`src/rtl/boot_ovl_pkg.sv`:
```
package boot_ovl_pkg;
  typedef enum logic {
    CFG_SEL_CTRL  = 1'b0,
    CFG_SEL_ENTRY = 1'b1
  } cfg_sel_e;

  localparam logic [31:0] BRANCH_OPCODE = 32'hE59FF018;
endpackage

```
`src/rtl/ovl_cfg_regs.sv`:
```
module ovl_cfg_regs #(
  parameter int DW         = 32,
  parameter int ALIGN_BITS = 2
) (
  input  logic          clk,
  input  logic          rst,
  input  logic          we,
  input  logic          sel,
  input  logic [DW-1:0] wdata,
  output logic [DW-1:0] rdata,
  output logic          en,
  output logic [DW-1:0] entry
);
  import boot_ovl_pkg::*;

  localparam logic [DW-1:0] ALIGN_MASK = ~((DW)'((1 << ALIGN_BITS) - 1));

  always_ff @(posedge clk) begin
    if (rst) begin
      en    <= 1'b0;
      entry <= '0;
    end else if (we) begin
      if (cfg_sel_e'(sel) == CFG_SEL_CTRL) en <= wdata[0];
      else                                 entry <= wdata & ALIGN_MASK;
    end
  end

  always_comb begin
    if (cfg_sel_e'(sel) == CFG_SEL_CTRL) rdata = {{(DW-1){1'b0}}, en};
    else                                 rdata = entry;
  end
endmodule

```
`src/rtl/ovl_win_decode.sv`:
```
module ovl_win_decode #(
  parameter int                      AW        = 32,
  parameter int                      NUM_WIN   = 2,
  parameter int                      WIN_BITS  = 12,
  parameter logic [NUM_WIN*AW-1:0]   WIN_BASES = {32'h0001_0000, 32'hFFFF_0000}
) (
  input  logic [AW-1:0] addr,
  output logic          hit
);
  logic [NUM_WIN-1:0] win_hit;

  for (genvar i = 0; i < NUM_WIN; i++) begin : g_win
    localparam logic [AW-1:0] BASE = WIN_BASES[i*AW +: AW];
    logic [AW-1:0] diff;
    assign diff       = addr ^ BASE;
    assign win_hit[i] = ((diff >> WIN_BITS) == '0);
  end

  assign hit = |win_hit;
endmodule

```
`src/rtl/ovl_resp_stage.sv`:
```
module ovl_resp_stage #(
  parameter int          DW     = 32,
  parameter logic [31:0] OPCODE = 32'hE59FF018
) (
  input  logic          clk,
  input  logic          rst,
  input  logic          req,
  input  logic          take,
  input  logic          fetch,
  input  logic [DW-1:0] entry,
  input  logic [DW-1:0] rom_word,
  output logic          vld,
  output logic [DW-1:0] data
);
  logic          take_q;
  logic [DW-1:0] word_q;

  always_ff @(posedge clk) begin
    if (rst) begin
      vld    <= 1'b0;
      take_q <= 1'b0;
      word_q <= '0;
    end else begin
      vld    <= req;
      take_q <= req & take;
      if (req & take) word_q <= fetch ? DW'(OPCODE) : entry;
    end
  end

  assign data = take_q ? word_q : rom_word;
endmodule

```
`src/rtl/boot_ovl_top.sv`:
```
module boot_ovl_top #(
  parameter int                    AW         = 32,
  parameter int                    DW         = 32,
  parameter int                    NUM_WIN    = 2,
  parameter int                    WIN_BITS   = 12,
  parameter logic [NUM_WIN*AW-1:0] WIN_BASES  = {32'h0001_0000, 32'hFFFF_0000},
  parameter int                    ALIGN_BITS = 2
) (
  input  logic          clk,
  input  logic          rst,
  input  logic          cfg_we,
  input  logic          cfg_addr,
  input  logic [DW-1:0] cfg_wdata,
  output logic [DW-1:0] cfg_rdata,
  input  logic          rd_valid,
  input  logic [AW-1:0] rd_addr,
  input  logic          rd_fetch,
  output logic          rom_en,
  output logic [AW-1:0] rom_addr,
  input  logic [DW-1:0] rom_rdata,
  output logic          rvalid,
  output logic [DW-1:0] rd_data
);
  import boot_ovl_pkg::*;

  logic          ovl_en;
  logic [DW-1:0] ovl_entry;
  logic          win_hit;
  logic          take;

  ovl_cfg_regs #(.DW(DW), .ALIGN_BITS(ALIGN_BITS)) u_cfg (
    .clk(clk), .rst(rst), .we(cfg_we), .sel(cfg_addr), .wdata(cfg_wdata),
    .rdata(cfg_rdata), .en(ovl_en), .entry(ovl_entry)
  );

  ovl_win_decode #(.AW(AW), .NUM_WIN(NUM_WIN), .WIN_BITS(WIN_BITS),
                   .WIN_BASES(WIN_BASES)) u_dec (
    .addr(rd_addr), .hit(win_hit)
  );

  assign take     = ovl_en & win_hit;
  assign rom_en   = rd_valid & ~take;
  assign rom_addr = rd_addr;

  ovl_resp_stage #(.DW(DW), .OPCODE(BRANCH_OPCODE)) u_resp (
    .clk(clk), .rst(rst), .req(rd_valid), .take(take), .fetch(rd_fetch),
    .entry(ovl_entry), .rom_word(rom_rdata), .vld(rvalid), .data(rd_data)
  );
endmodule

```
`config.mk`:
```
export PLATFORM = sky130hd
export DESIGN_NAME = boot_ovl_top
export DESIGN_NICKNAME = d
export VERILOG_FILES = /design/src/rtl/boot_ovl_pkg.sv /design/src/rtl/ovl_cfg_regs.sv /design/src/rtl/ovl_win_decode.sv /design/src/rtl/ovl_resp_stage.sv /design/src/rtl/boot_ovl_top.sv
export SDC_FILE = /design/constraint.sdc
export NUM_CORES = 1
export LEC_CHECK = 0
export ABC_CLOCK_PERIOD_IN_PS = 2400
export BUFFER_PORTS_ARGS = -buffer_cell sky130_fd_sc_hd__buf_2
export CAP_MARGIN = 10
export CELL_PAD_IN_SITES_DETAIL_PLACEMENT = 2
export CELL_PAD_IN_SITES_GLOBAL_PLACEMENT = 2
export CORE_UTILIZATION = 23
export CTS_CLUSTER_SIZE = 30
export DETAILED_ROUTE_END_ITERATION = 6
export PLACE_DENSITY = 0.84
export SYNTH_ARGS = -nofsm -noshare
export SYNTH_HDL_FRONTEND = slang
export SYNTH_SLANG_ARGS = --single-unit
```
`constraint.sdc`:
```
create_clock -name clk -period 2.4 [get_ports clk]
set_input_delay 0.24 -clock clk [delete_from_list [all_inputs] [get_ports clk]]
set_output_delay 0.24 -clock clk [all_outputs]
set_load 0.02 [all_outputs]
```
==> results of run 1 <==
[layer usage]
layer	vias to the layer above	wire, um	track usage
met2	109	6420	0.298
met4	0	134	0.0402
met3	14	493	0.0342
met5	-	0	0
met1	1618	5220	0.176
li1	1616	-	-
[through the flow]
| step | setup slack [ns] | util | std cells | hold WS [ns] |
|---|---|---|---|---|
| 3_3_place_gp | 0.301 | 0.290 | 713 | 0.449 |
| 2_1_floorplan | 0.625 | - | 416 | 0.376 |
| 5_1_grt | 0.352 | 0.310 | 729 | 0.154 |
| 4_1_cts | 0.454 | 0.310 | 729 | 0.144 |
| 6_report | 0.481 | 0.310 | 729 | 0.159 |
| 3_5_place_dp | 0.148 | 0.290 | 713 | 0.464 |
[logic make-up (layout without fill, tap and decap cells)]
kind of cell / Yosys count / count (layout) / synth area share
flops: 63 / 63 / 0.360
other cells: 1 / 1 / 0.00107
mux: 44 / 44 / 0.136
simple gates: 155 / 155 / 0.241
compound gates: 67 / 67 / 0.125
buf+inv: 86 / 215 / 0.137
[power groups by stage]
stage	Clock (mW)	Sequential (mW)	Combinational, mW
floorplan	0	1.10	0.265
global placement	0	1.11	0.372
detailed placement	0	1.11	0.389
CTS	1.32	1.09	0.390
global route	1.36	1.09	0.417
finish	1.28	1.09	0.383
[sequential cells by signal, indices dropped and copies added (netlist names)]
name / cells
u_cfg.entry: 30
u_resp.word_q: 30
u_cfg.en: 1
u_resp.take_q: 1
u_resp.vld: 1
[cell usage after synthesis (all sizes together)]
cell type / count
dfxtp: 63
nand2: 62
buf: 40
a211oi: 35
a21oi: 31
and2: 31
mux2: 30
clkbuf: 28
inv: 18
or3: 17
mux2i: 14
nand2b: 13
or3b: 13
nand4: 5
nor2: 4
nor2b: 4
nor4: 4
a211o: 1
conb: 1
nor4b: 1
or4: 1
[final timing paths]
kind / start / to / slack, ns / depth (start not counted)
max reg2reg: u_cfg.en / u_resp.word_q[23] / 0.68 / 3
min reg2reg: u_cfg.entry[10] / u_cfg.entry[10] / 0.47 / 2
min: cfg_wdata[31] / u_cfg.entry[31] / 0.16 / 3
max: rd_addr[17] / rom_en / 0.48 / 7
[worst min-delay path, delay by kind of cell]
kind	cells	cell delay [ns]
buf+inv	1	0.10
compound gates	1	0.05
simple gates	1	0.05
[final cells by class]
| class | instances | area, um2 |
|---|---|---|
| Timing Repair Buffer | 181 | 938 |
| Sequential cell | 63 | 1260 |
| Multi-Input combinational cell | 267 | 1770 |
| Inverter | 18 | 67.6 |
| Clock buffer | 12 | 246 |
| Tap cell | 184 | 230 |
| Clock inverter | 4 | 45.0 |
| Fill cell | 1705 | 10100 |
==> impl_results.md, run 1 <==
* Total wire length at 12,300 um
* Htree depth at 3
* Antenna Nets Post-Route at 0
* Post-Synthesis Net Count at 518
* Fin crit period at 1.92 ns
* Max-slew violations at 0
* Post-CTS Resized at 0
* Vias per cell at 4.60
* Leading cell types in the layout, fill and taps excluded: buf_2 (173), nand2_1 (62), dfxtp_1 (62), a211oi_1 (34)
* F_max at 521 MHz
* Static Leak at 1.89 nW
* Seq pwr share at 0.395
* Cells after Synth at 416
* Top cell type's share of synthesized area at 0.360
* Die width at 125 um
* Delay-heaviest family, CP: simple AND/OR/NAND/NOR gates
* Area growth syn-to-layout at 29.9%
* First-pass GRT wire length at 19,300 um
* Post-synthesis cell type count at 25
* Hold-fix buffers at CTS at 0
* Crit path DAT at 1.68 ns
* Final hold viol count at 0
* Final setup TNS at 0 ns
* Top Ports at 200
* Post-Syn Area at 3510 um2
* Kind of critical path: input port to primary output
* Total GRT Usage at 0.157
* Total power at 2.76 mW
* WL/cell at 16.8 um
* Latest clock arrival within the worst-skew pair at 0.32 ns
* Port Buffers at 173
* Hold WC Path Type: input port to register
* Fin crit share at 0.800
* Clk pwr share at 0.466
* Post-placement cell area at 4260 um2
* Main area contributors after synthesis: dfxtp_1 (36%), mux2_2 (9.6%), a211oi_1 (7.3%)
* Initial Util at 0.239
* Inserted Diodes at 0
* Die Area at 15,700 um2
* Die Y at 125 um
* Crit path largest cell delay at 0.34 ns
* Layout cells sized above 1 at 0.442
* Status: finished, violations left
* CP Cell Sequence: buf_2, nor4b_1, nand4_1, buf_4, a21oi_1, nor2_1, buf_2
* Synth warnings at 0
* Switch share at 0.255
* Combinational power share at 0.139
* Most common cell after layout, fill and taps aside: buf_2
* Crit-path most repeated cell: buf_2
* Worst Path Buf+Inv at 3
* Core Area at 14,700 um2
* Final setup fails at 0
* Worst-case clock buffer depth at 2
* Number of iterations in the first detailed-routing pass at 6
* DR vias at 3,357
* Int Pwr at 2.05 mW
* TritonCTS Buffers at 9
* HPWL Detailed at 9190 um
* Syn avg cell area at 8.43 um2
* Yosys reg bits at 63
* Worst Path Required at 2.16 ns
* Clock transition at path regs at 0.05 ns
* RSZ-0062 raised after global routing: no
* Least-Margin Pin Slew at 1.01 ns
* Post-layout instance area at 4560 um2
* Max_cap viols at 0
* RePlAce Congestion at 0.757
* Failing checks: design-rule violations
* Max_slew headroom at 0.327
* Yosys top cell by area: dfxtp_1
* Post-layout net count at 642
* Slowest cell on the critical path: nor4b_1
* DRC errors left at 13
* CTS tree: built
* Post-synthesis sequential area ratio at 0.360
* CP Launch Type: input port
* PwrDens at 605 nW/um2
* Net Sw Power at 0.702 mW
* Gr ovfl total at 0
* CP Capture Type: primary output
* Crit path max fanout at 18
* Skew final at 0.00267 ns
* Vias in the first global route at 3,662
* Setup Buffers After CTS at 0
* Site Rows at 44
* Initial antenna violation count at 0
* Iter 0 DRT Violations at 84
* Largest net degree at the start of global routing at 61
* Max IR drop VDD at 0.283 mV
* Clk root buf: clkbuf_16
* CTS Sinks at 63
No activity file was read; power rests on OpenSTA's default activity.
==> run 2: changes to the inputs <==
--- a/config.mk
+++ b/config.mk
@@ -5,7 +5,7 @@
 export SDC_FILE = /design/constraint.sdc
 export NUM_CORES = 1
 export LEC_CHECK = 0
-export ABC_CLOCK_PERIOD_IN_PS = 2400
+export ABC_CLOCK_PERIOD_IN_PS = 1800
 export BUFFER_PORTS_ARGS = -buffer_cell sky130_fd_sc_hd__buf_2
 export CAP_MARGIN = 10
 export CELL_PAD_IN_SITES_DETAIL_PLACEMENT = 2
==> constraint.sdc (replaced) <==
create_clock -name clk -period 1.8 [get_ports clk]
set_input_delay 0.18 -clock clk [delete_from_list [all_inputs] [get_ports clk]]
set_output_delay 0.18 -clock clk [all_outputs]
set_load 0.02 [all_outputs]
==> run 2 against run 1 <==
Compared with the run above:
- the run still ends with design-rule violations left
- count of clock-buffer cells in the layout down 1
- clock skew up 0.0015 ns
- combinational power up 34%
- sequential power up 33%
- routed wire length up 1.3%
- die area unchanged
- sequential share of layout area down 0.65 points
- via count up 2.1%
- utilization up 0.75 points
- critical path depth down 1
- cell count up 1.6%
- non-clock buffer count up 11
- highest routed layer unchanged
==> impl_results.md, run 2 (synthesis gave the netlist of run 1 again) <==
* Crit path DAT at 1.58 ns
* Die Area at 15,700 um2
* Number of iterations in the first detailed-routing pass at 6
* CTS tree: built
* PwrDens at 772 nW/um2
* Area growth syn-to-layout at 33.0%
* CP Launch Type: input port
* Most common cell after layout, fill and taps aside: buf_2
* Layout cells sized above 1 at 0.458
* Static Leak at 1.94 nW
* Inserted Diodes at 0
* Status: finished, violations left
* Initial antenna violation count at 0
* F_max at 567 MHz
* Worst-case clock buffer depth at 2
* Vias per cell at 4.63
* Post-layout net count at 654
* RePlAce Congestion at 0.737
* DRC errors left at 13
* Regs by FF count: u_cfg.entry (30), u_resp.word_q (30)
* Combined area of the multi-input logic cells at 1770 um2
* Worst Path Required at 1.62 ns
* Fin crit period at 1.76 ns
* Core Area at 14,700 um2
* Fin crit share at 0.980
* Iter 0 DRT Violations at 104
* Crit path max fanout at 7
* Clock transition at path regs at 0.05 ns
* FF/Latch Area at 1260 um2
* Kind of critical path: input port to primary output
* Failing checks: design-rule violations
* Top Ports at 200
* Die Y at 125 um
* Latest clock arrival within the worst-skew pair at 0.33 ns
* Hold WC Path Type: input port to register
* CTS Sinks at 63
* Least-Margin Pin Slew at 0.714 ns
* Antenna Nets Post-Route at 0
* Final hold viol count at 0
* Total GRT Usage at 0.156
* Site Rows at 44
* RSZ-0062 raised after global routing: yes
* CP Capture Type: primary output
* DR vias at 3,429
* Die width at 125 um
* Max IR drop VDD at 0.374 mV
* Vias in the first global route at 3,744
* Largest net degree at the start of global routing at 46
* First-pass GRT wire length at 19,200 um
* Max_cap viols at 0
* Final setup TNS at 0 ns
* WL/cell at 16.8 um
* Max-slew violations at 0
* Clk root buf: clkbuf_16
* TritonCTS Buffers at 9
* Total wire length at 12,400 um
* Final setup fails at 0
* Htree depth at 3
* Hold WS at 0.0918 ns
* Initial Util at 0.239
* Skew final at 0.00415 ns
* Leading cell types in the layout, fill and taps excluded: buf_2 (173), nand2_1 (62), dfxtp_1 (62), a211oi_1 (34)
* Fillers at 1,676
* Port Buffers at 173
* HPWL Detailed at 9280 um
* Max_slew headroom at 0.524
* Gr ovfl total at 0
==> run 2: metal layers <==
layer | track usage | vias up | part of all wire
met2 | 0.299 | 107 | 0.53
met1 | 0.170 | 1664 | 0.41
met5 | 0 | - | 0
met4 | 0.0416 | 0 | 0.012
met3 | 0.0342 | 12 | 0.041
li1 | - | 1646 | -
==> run 2: final timing paths <==
kind                       start  cells past startpoint                end  slack, ns
hold reg to reg   u_cfg.entry[6]                      2     u_cfg.entry[6]       0.46
hold / removal      cfg_wdata[2]                      3     u_cfg.entry[2]       0.09
setup / recovery     rd_addr[23]                      6             rom_en       0.04
setup reg to reg        u_cfg.en                      4  u_resp.word_q[26]       0.49
==> run 2: where the power goes <==
group / total [mW] / switching [mW] / internal, mW
Sequential: 1.45 / 0.0230 / 1.43
Combinational: 0.515 / 0.305 / 0.210
Clock: 1.64 / 0.635 / 1.00
==> run 2: final cells by class <==
class / count / share of cell area
clock inverter: 5 / 0.00697
sequential: 63 / 0.271
clock buffer: 11 / 0.0542
multi-input combinational: 268 / 0.380
tap: 184 / 0.0493
inverter: 18 / 0.0145
timing repair buffer: 192 / 0.224
==> run 2: what timing repair did <==
action | in CTS | in global routing
hold buffers | 0 | 0
cloned | 0 | 1
buffers inserted | 1 | 3
pin swaps | 1 | 4
setup endpoints to repair | 1 | 1
resized for setup | 0 | 0
==> run 2: worst max-delay path: stages <==
cell and delay, ns:
buf_2 0.11, nand4_1 0.21, or4_4 0.63, a21oi_1 0.22
nor2_1 0.06, buf_2 0.18
==> run 2: per-stage QoR <==
step / util / instances / power (mW) / area (um2) / setup slack, ns
floorplan: - / 416 / 1.83 / 3510 / 0.0850
global placement: 0.295 / 721 / 1.98 / 4340 / 0.0157
detailed placement: 0.295 / 721 / 2.00 / 4340 / -0.0939
CTS: 0.314 / 737 / 3.65 / 4620 / 0.0361
global route: 0.317 / 741 / 3.77 / 4670 / -0.0283
finish: 0.317 / 741 / 3.60 / 4670 / 0.0355
==> run 3: changes to the inputs <==
--- a/config.mk
+++ b/config.mk
@@ -5,15 +5,16 @@
 export SDC_FILE = /design/constraint.sdc
 export NUM_CORES = 1
 export LEC_CHECK = 0
+export ABC_AREA = 1
 export ABC_CLOCK_PERIOD_IN_PS = 1800
 export BUFFER_PORTS_ARGS = -buffer_cell sky130_fd_sc_hd__buf_2
-export CAP_MARGIN = 10
 export CELL_PAD_IN_SITES_DETAIL_PLACEMENT = 2
 export CELL_PAD_IN_SITES_GLOBAL_PLACEMENT = 2
-export CORE_UTILIZATION = 23
+export CORE_UTILIZATION = 21
 export CTS_CLUSTER_SIZE = 30
 export DETAILED_ROUTE_END_ITERATION = 6
-export PLACE_DENSITY = 0.84
+export PLACE_DENSITY = 0.85
+export RECOVER_POWER = 100
 export SYNTH_ARGS = -nofsm -noshare
 export SYNTH_HDL_FRONTEND = slang
 export SYNTH_SLANG_ARGS = --single-unit
==> run 3 against run 2 <==
Compared with the run above:
- the run now ends clean
- total power up 8.6%
- first-iteration DRC count down 1.9%
- global-route usage down 1.1 points
- cell count up 31%
- worst hold slack worse by 0.039 ns
- die area up 15%
- clock power up 13%
- worst setup slack better by 0.099 ns
- critical path type is now register to primary output
==> impl_results.md, run 3 <==
* Max IR drop VDD at 0.380 mV
* Die width at 134 um
* Synth cell count leaders: nor2_1 (157), nand2_1 (127), inv_1 (107), dfxtp_1 (63), buf_4 (33)
* CP Capture Type: primary output
* RSZ-0062 raised after global routing: no
* Yosys reg bits at 63
* Core Area at 17,200 um2
* Largest net degree at the start of global routing at 63
* Most frequent cell after synthesis: nor2_1
* Most common cell after layout, fill and taps aside: nor2_1
* Place WS at 0.263 ns
* Hold-fix buffers at CTS at 0
* Port Buffers at 173
* WL/cell at 13.2 um
* Kind of critical path: register to primary output
* Hold WC Path Type: input port to register
* Synth warnings at 0
* Static Leak at 2.41 nW
* Worst Path Required at 1.62 ns
* Inserted Diodes at 0
* Fin crit share at 0.925
* HPWL Detailed at 10,100 um
* Cells after Synth at 623
* Final setup fails at 0
* Max_slew headroom at 0.312
* Fin crit period at 1.67 ns
* Iter 0 DRT Violations at 102
* Area growth syn-to-layout at 28.6%
* RePlAce Congestion at 0.729
* Total wire length at 12,900 um
* Post-synthesis cell type count at 17
* Skew final at 0.00326 ns
* Finished Core Util at 0.276
* Crit path max fanout at 33
* Final hold viol count at 0
* Clk root buf: clkbuf_16
* Least-Margin Pin Slew at 1.03 ns
* Die Area at 18,100 um2
* Layout cells sized above 1 at 0.152
* Clock transition at path regs at 0.05 ns
* First-pass GRT wire length at 20,200 um
* Initial Util at 0.214
* Post-Synthesis Net Count at 725
* Main area contributors after synthesis: dfxtp_1 (34%), nor2_1 (16%), nand2_1 (13%)
* Total power at 3.91 mW
* CTS Sinks at 63
* Antenna Nets Post-Route at 0
* Number of iterations in the first detailed-routing pass at 4
* Final worst setup slack at 0.134 ns
* Regs by FF count: u_cfg.entry (30), u_resp.word_q (30)
* DR vias at 3,985
* Async S/R FF share, synth at 0
* Post-layout net count at 847
* Vias per cell at 4.09
* Leading cell types in the layout, fill and taps excluded: nor2_1 (157), nand2_1 (127), inv_1 (107), buf_2 (88), clkbuf_1 (86)
* TritonCTS Buffers at 9
* Post-CTS Resized at 0
* Fillers at 2,206
* PwrDens at 827 nW/um2
* Syn avg cell area at 5.91 um2
* Die Y at 134 um
* Top Ports at 200
* Setup Buffers After CTS at 0
* Hold WS at 0.0533 ns
* DRC errors left at 0
* Vias in the first global route at 4,048
* Max_cap viols at 0
* Final setup TNS at 0 ns
* Crit path DAT at 1.49 ns
* Site Rows at 48
* Yosys top cell by area: dfxtp_1
* Htree depth at 3
* Post-synthesis sequential area ratio at 0.343
* Post-Syn Area at 3680 um2
* CP Launch Type: register
* Max-slew violations at 0
* EDFF count, synth at 0
* Worst-case clock buffer depth at 2
* Latest clock arrival within the worst-skew pair at 0.33 ns
* CTS tree: built
* Initial antenna violation count at 0
* Total GRT Usage at 0.145
* Status: finished clean
* Gr ovfl total at 0
* Main synth FF type: dfxtp_1
* F_max at 600 MHz
* Top cell type's share of synthesized area at 0.343
-- run 3: final timing paths --
kind	from	to	slack, ns	cells past startpoint
worst max-delay path	u_cfg.en	rom_en	0.13	5
worst min-delay path	rst	u_resp.vld	0.05	2
worst max register to register	u_cfg.en	u_resp.word_q[25]	0.18	8
worst min register to register	u_cfg.en	u_cfg.en	0.50	2
-- run 3: layout make-up --
cell class              count  area, um2  area share
clock buffers              11        243      0.0513
clock inverters             4       70.1      0.0148
inverters                 108        405      0.0856
multi-input cells         382       1620       0.342
flip-flops and latches     63       1260       0.267
well taps                 225        282      0.0595
repair buffers            181        855       0.181
-- run 3: kinds of logic after synthesis --
group	count (synthesis)	synth area share
simple gates	318	0.352
buf+inv	178	0.218
compound gates	63	0.0857
flops	63	0.343
other cells	1	0.00102
-- run 3: power by group --
part           switching (mW)  leakage [nW]  internal [mW]  total, mW
clock                   0.616         0.155           1.24       1.85
sequential             0.0470         0.514           1.44       1.49
combinational           0.379          1.74          0.191      0.570
-- run 3: worst max-delay path, stage by stage (launching register included) --
cell     delay (ns)
dfxtp_1        0.34
nand2_1        0.09
nor4_4         0.21
buf_12         0.22
a21oi_1        0.12
buf_2          0.18
-- run 3: layer usage --
metal	GRT usage	part of all wire
met1	0.180	0.48
met2	0.248	0.47
met3	0.0272	0.042
met4	0.0518	0.013
met5	0	0
-- run 3: per-stage QoR --
| step | std cells | cell area (um2) |
|---|---|---|
| 2_1_floorplan | 623 | 3680 |
| 3_3_place_gp | 959 | 4530 |
| 3_5_place_dp | 959 | 4530 |
| 4_1_cts | 974 | 4840 |
| 5_1_grt | 974 | 4730 |
| 6_report | 974 | 4730 |
